### config.mk
export PLATFORM = sky130hd
export DESIGN_NAME = gpio_irq_cause
export DESIGN_NICKNAME = d
export VERILOG_FILES = /design/src/rtl/gpio_irq_cause.sv
export SDC_FILE = /design/constraint.sdc
export NUM_CORES = 1
export LEC_CHECK = 0
export CAP_MARGIN = 15
export CORE_MARGIN = 1.5
export CORE_UTILIZATION = 30
export DETAILED_ROUTE_END_ITERATION = 8
export PLACE_DENSITY = 0.43
export RECOVER_POWER = 100
export SLEW_MARGIN = 10
export SYNTH_ARGS = -nofsm -noshare
export SYNTH_HDL_FRONTEND = slang
export SYNTH_SLANG_ARGS = --single-unit
### constraint.sdc
create_clock -name clk -period 1.8 [get_ports clk]
set_clock_uncertainty 0.15 [all_clocks]
set_input_delay 0.27 -clock clk [delete_from_list [all_inputs] [get_ports clk]]
set_output_delay 0.27 -clock clk [all_outputs]
set_load 0.03 [all_outputs]
### src/rtl/gpio_irq_cause.sv
module gpio_irq_cause #(
  parameter int NPINS = 32,
  parameter int GRP_W = 8,
  parameter int AW    = 3
) (
  input  logic                     clk,
  input  logic                     rst_n,
  input  logic [NPINS-1:0]         pin_i,
  input  logic                     reg_wr,
  input  logic [AW-1:0]            reg_addr,
  input  logic [NPINS-1:0]         reg_wdata,
  output logic [NPINS-1:0]         reg_rdata,
  output logic [NPINS/GRP_W-1:0]   grp_irq_o
);

  localparam int NGRP = NPINS / GRP_W;
  localparam logic [AW-1:0] A_DIN  = AW'(0);
  localparam logic [AW-1:0] A_POL  = AW'(1);
  localparam logic [AW-1:0] A_DIR  = AW'(2);
  localparam logic [AW-1:0] A_LMSK = AW'(3);
  localparam logic [AW-1:0] A_EMSK = AW'(4);
  localparam logic [AW-1:0] A_ECAU = AW'(5);

  logic [NPINS-1:0] sync1, sync2, sync_prev;
  logic [NPINS-1:0] pol, dir, lmask, emask, ecause;
  logic [NPINS-1:0] din, din_prev, edge_vec, cause;
  logic [NGRP-1:0]  grp_or;

  // both samples use the current polarity, so a polarity write never looks like an edge
  assign din      = sync2 ^ pol;
  assign din_prev = sync_prev ^ pol;
  assign edge_vec = din & ~din_prev;
  assign cause    = ((din & lmask) | (ecause & emask)) & dir;

  always_ff @(posedge clk or negedge rst_n) begin
    if (!rst_n) begin
      sync1     <= '0;
      sync2     <= '0;
      sync_prev <= '0;
    end else begin
      sync1     <= pin_i;
      sync2     <= sync1;
      sync_prev <= sync2;
    end
  end

  always_ff @(posedge clk or negedge rst_n) begin
    if (!rst_n) begin
      pol   <= '0;
      dir   <= '0;
      lmask <= '0;
      emask <= '0;
    end else if (reg_wr) begin
      if (reg_addr == A_POL)  pol   <= reg_wdata;
      if (reg_addr == A_DIR)  dir   <= reg_wdata;
      if (reg_addr == A_LMSK) lmask <= reg_wdata;
      if (reg_addr == A_EMSK) emask <= reg_wdata;
    end
  end

  always_ff @(posedge clk or negedge rst_n) begin
    if (!rst_n)
      ecause <= '0;
    else if (reg_wr && reg_addr == A_ECAU)
      ecause <= (ecause & reg_wdata) | edge_vec;
    else
      ecause <= ecause | edge_vec;
  end

  for (genvar g = 0; g < NGRP; g++) begin : g_grp
    assign grp_or[g] = |cause[g*GRP_W +: GRP_W];
  end

  always_ff @(posedge clk or negedge rst_n) begin
    if (!rst_n) grp_irq_o <= '0;
    else        grp_irq_o <= grp_or;
  end

  always_comb begin
    case (reg_addr)
      A_DIN:   reg_rdata = din;
      A_POL:   reg_rdata = pol;
      A_DIR:   reg_rdata = dir;
      A_LMSK:  reg_rdata = lmask;
      A_EMSK:  reg_rdata = emask;
      A_ECAU:  reg_rdata = ecause;
      default: reg_rdata = '0;
    endcase
  end

endmodule

# After elaboration in Yosys (flattened, before gate mapping)
# Cells that the tools add are included.
# totals
output_inout_bits	36
inputBits	70
wordCells	37
ff_bits	260
# classes
n_eq_ne	5
n_bitwise	11
mux	2
reduce_logical	10
# op_table
cell	n
32-bit one-hot mux with 6 select lines	1
32-bit AND	5
32-bit bitwise OR	3
32-bit bitwise XOR	2
32-bit 2-to-1 mux	1
32-bit inverter	1
8-bit OR reduction	4
2-bit AND reduction	4
3-bit by 2-bit equality test with 1-bit output, second input constant	2
3-bit equality test, second input constant	2
3-bit by 1-bit equality test with 1-bit output, second input constant	1
3-bit logical NOT	1
1-bit logical AND	1

# Logic depth before layout (Yosys ltp)
# depth
ltp_word	5
ltp_mapped	8
ltp_nobuf	4

# Worst setup path before layout
# No wires, ideal clock.
# synth_timing
path_type	input to output
from	input port reg_addr[1]
to	output port reg_rdata[21]
setup_slack_ns	-0.100
arrival_ns	1.480
stages	7
path_buffers	3
cell_sequence	buf_6 -> nor2b_2 -> buf_6 -> nor2b_4 -> buf_1 -> a22oi_1 -> nand3_1
# synth_via
elab_chain_cells	2
# synth_rtl
item	line	source
start: declaration	10	input logic [AW-1:0] reg_addr,
3-bit equality test, or another cell as far along	80	case (reg_addr)
32-bit one-hot mux with 6 select lines *	80	
end: declaration	12	output logic [NPINS-1:0] reg_rdata,
# Every way passes the cells marked *; elsewhere a longest branch is shown, timed or not.

# Final worst setup path
# layout_timing
from	register pol[26]
to	output port reg_rdata[26]
# layout_via
elab_chain_cells	2
# layout_rtl
item	line	source
start: declaration	25	logic [NPINS-1:0] pol, dir, lmask, emask, ecause;
start signal: assignment	54	if (reg_addr == A_POL) pol <= reg_wdata;
32-bit bitwise XOR	30	assign din = sync2 ^ pol;
32-bit one-hot mux with 6 select lines *	80	
# Marked as above.

==> results.sh <==
export IMPL_cts_root_buffer="clkbuf_16"
export IMPL_ys_ff_latch=260
export IMPL_crit_slowest_cell="dfrtp_1"
export IMPL_grt_max_degree=48
export IMPL_pwr_share_seq_pct=41.4
export IMPL_grt_antenna_before_repair=0
export IMPL_io_pins=106
export IMPL_internal_power_w=0.0130
export IMPL_post_route_period_util_pct=127
export IMPL_antenna_left=0
export IMPL_total_leakage_power_nw=6.61
export IMPL_slowest_delay_ns=0.42
export IMPL_drv_cap=0
export IMPL_grt_pass1_vias=8309
export IMPL_startpoint="pol[26]"
export IMPL_min_delay_start="pin_i[26]"
export IMPL_die_width_um=196
export IMPL_timing_hold_ws_ns=0.134
export IMPL_whs_path_depth=1
export IMPL_hold_end="sync1[26]"
export IMPL_num_vias=7898
export IMPL_fin_crit_ns=2.28
export IMPL_max_slew_margin_pct=30.1
export IMPL_cp_max_fo=5
export IMPL_synth_xor_xnor_area_share_pct=1.88
export IMPL_worstPathArrival_ns=1.86
export IMPL_muxShareOfSynthArea_pct=16.0
export IMPL_ir_drop_uv=691
export IMPL_rows=70
export IMPL_hold_viol_final=0
export IMPL_synthToLayoutAreaGrowth_pct=39.3
export IMPL_n_antenna_cell=0
export IMPL_post_drt_via_cell_ratio=4.90
export IMPL_grt_util_all_layers_pct=17.0
export IMPL_portBuffers=105
export IMPL_synthArstFlopShare_pct=100
export IMPL_violations="negative setup slack"
export IMPL_status="finished with violations"
export IMPL_gp_congestion=0.743
export IMPL_filler_cell_count=3484
export IMPL_r2r_cells=4
export IMPL_avgSynthCellArea_sq_um=12.8
export IMPL_cts_sinks=260
export IMPL_finalSetupViolCount=69
export IMPL_setup_ws_ns=-0.481
export IMPL_dieArea_sq_um=38500
export IMPL_dp_hpwl_um=21300
export IMPL_reg2reg_from="dir[27]"
export IMPL_clock_path_buffers=3
export IMPL_ys_flop_type="dfrtp_1"
export IMPL_grt_first_pass_wirelength_um=50400
export IMPL_regArea_sq_um=6520
export IMPL_cts_tree="yes"
export IMPL_regToRegEndpoint="grp_irq_o[3]"
export IMPL_drc=0
export IMPL_critPathRequiredTime_ns=1.38
export IMPL_path_delay_family="flip-flops"
export IMPL_multi_input_area_sq_um=4850
export IMPL_synth_edf_count=0
export IMPL_wl_per_cell_um=19.7
export IMPL_synth_warning_count=0
export IMPL_switchingPower_w=0.00503
export IMPL_max_freq_ghz=0.438
export IMPL_finalMaxSlewViolations=0
export IMPL_path_buf_inv=1
export IMPL_grt_ovfl_total=0
export IMPL_swShare_pct=27.8
export IMPL_critPathCaptureType="primary output"
export IMPL_worst_setup_path_type="register to primary output"
export IMPL_worst_pin_slew_ns=1.05
export IMPL_synthCells=877
export IMPL_final_nets=1190
export IMPL_min_path_type="input pin to register"
export IMPL_synth_compound_area_share_pct=11.6
export IMPL_grt_setup_unrepaired="yes"
export IMPL_start_kind="register"
export IMPL_cp_cell_sequence="mux2_4, a21oi_2, nor2_1, a211o_1, buf_12"
export IMPL_clkTransAtPathRegs_ns=0.06
export IMPL_most_common_layout_cells="dfrtp_1 (252), buf_4 (72), mux2_1 (71)"
export IMPL_ctsHtreeMaxLevel=1
export IMPL_final_common_cell="dfrtp_1"
export IMPL_cts_made_buffers=31
export IMPL_netlist_area_sq_um=11200
export IMPL_die_height_um=196
export IMPL_synth_adder_area_share_pct=0
export IMPL_pre_cts_slack_ns=-0.730
export IMPL_insertion_delay_ns=0.56
export IMPL_powerDensity_nw_per_um2=1160
export IMPL_coreArea_sq_um=36700
export IMPL_synth_simple_gate_area_share_pct=9.50
export IMPL_synth_top_family_by_area="multiplexers"
export IMPL_ff2ff_setup_slack_ns=0.11
export IMPL_drtPass1Iterations=4
export IMPL_drive_above_1_share_pct=30.9
export IMPL_synth_cell_type_count=47
export IMPL_clkPwrFrac_pct=36.9
export IMPL_pwr_share_comb_pct=21.7
export IMPL_initial_core_util_pct=30.5
export IMPL_syn_num_nets=947
export IMPL_drtIter0Drc=359
export IMPL_ys_seq_area_share_pct=58.1
export IMPL_drt_total_wl_um=31800
==> power groups by stage <==
| stage | clock network, W | logic [W] | registers (W) |
|---|---|---|---|
| 6_report | 0.00666 | 0.00392 | 0.00749 |
| 5_1_grt | 0.00714 | 0.00425 | 0.00761 |
| 4_1_cts | 0.00687 | 0.00388 | 0.00746 |
| 3_5_place_dp | 0 | 0.00353 | 0.00758 |
| 3_3_place_gp | 0 | 0.00350 | 0.00759 |
| 2_1_floorplan | 0 | 0.00202 | 0.00741 |
==> routing by layer <==
layer	share of wire [%]	vias up	global-route usage, %
met5	0	-	0
met4	1.8	0	3.90
met3	2.7	42	2.10
met2	48	112	27.5
met1	48	4032	24.2
li1	-	3712	-
==> flip-flops by register name, summed over array words and instances, names as in the netlist <==
| name | count |
|---|---|
| dir | 32 |
| ecause | 32 |
| emask | 32 |
| lmask | 32 |
| pol | 32 |
| sync1 | 32 |
| sync2 | 32 |
| sync_prev | 32 |
| grp_irq_o | 4 |
==> cell families (layout without fill, tap and decap cells) <==
kind of cell | count (synthesis) | in the layout
compound gates | 191 | 191
mux | 141 | 141
xor+xnor | 24 | 24
simple gates | 215 | 215
buf+inv | 46 | 314
flops | 260 | 260
==> synth_stat cells (9+ instances only) <==
cell      number  area share (%)
nand2_1       66             2.2
nand2b_1      10            0.56
a31oi_1       13            0.73
mux2i_1       13             1.2
o211ai_1      25             1.7
clkbuf_1      10            0.34
mux2_1        67             6.7
xor2_1        24             1.9
o21ai_1       44             2.0
buf_2          9            0.40
buf_4          9            0.60
nand4_1       12            0.67
a22oi_1       71             4.8
and3_1        11            0.61
nand3_1       57             2.5
a21oi_1        9            0.40
dfrtp_1      260              58
nor2_1        31             1.0
mux2_4        60             8.0
==> worst max path at each step <==
stage                          to  slack [ns]  cells past startpoint
global placement        emask[14]       -0.71                      6
global route        reg_rdata[26]       -0.55                      6
detailed placement      emask[16]       -0.73                      6
finish              reg_rdata[26]       -0.48                      5
CTS                 reg_rdata[26]       -0.50                      5
floorplan           reg_rdata[21]       -0.04                      7
==> metrics by stage <==
step | area, sq um | total power (W) | utilization, % | instances | setup TNS (ns)
2_1_floorplan | 11400 | 0.00943 | - | 877 | -0.217
3_3_place_gp | 13700 | 0.0111 | 37.5 | 1475 | -111.06
3_5_place_dp | 13700 | 0.0111 | 37.5 | 1475 | -117.14
4_1_cts | 15500 | 0.0182 | 42.4 | 1592 | -9.66
5_1_grt | 15600 | 0.0190 | 42.5 | 1613 | -23.93
6_report | 15600 | 0.0181 | 42.5 | 1613 | -11.93
==> layout make-up <==
class	instances	area share (%)
well taps	468	3.75
repair buffers	251	16.2
multi-input cells	571	31.1
inverters	5	0.120
clock inverters	12	1.21
clock buffers	46	5.85
flip-flops and latches	260	41.8
==> repair_timing <==
action	4_1_cts	5_1_grt
setup endpoints to repair	122	33
endpoints found under the hold margin	286	0
pin swaps	23	29
setup buffers	32	21
gates resized for setup	64	38
hold buffers	27	0
Power figures use the tool's default switching activity.
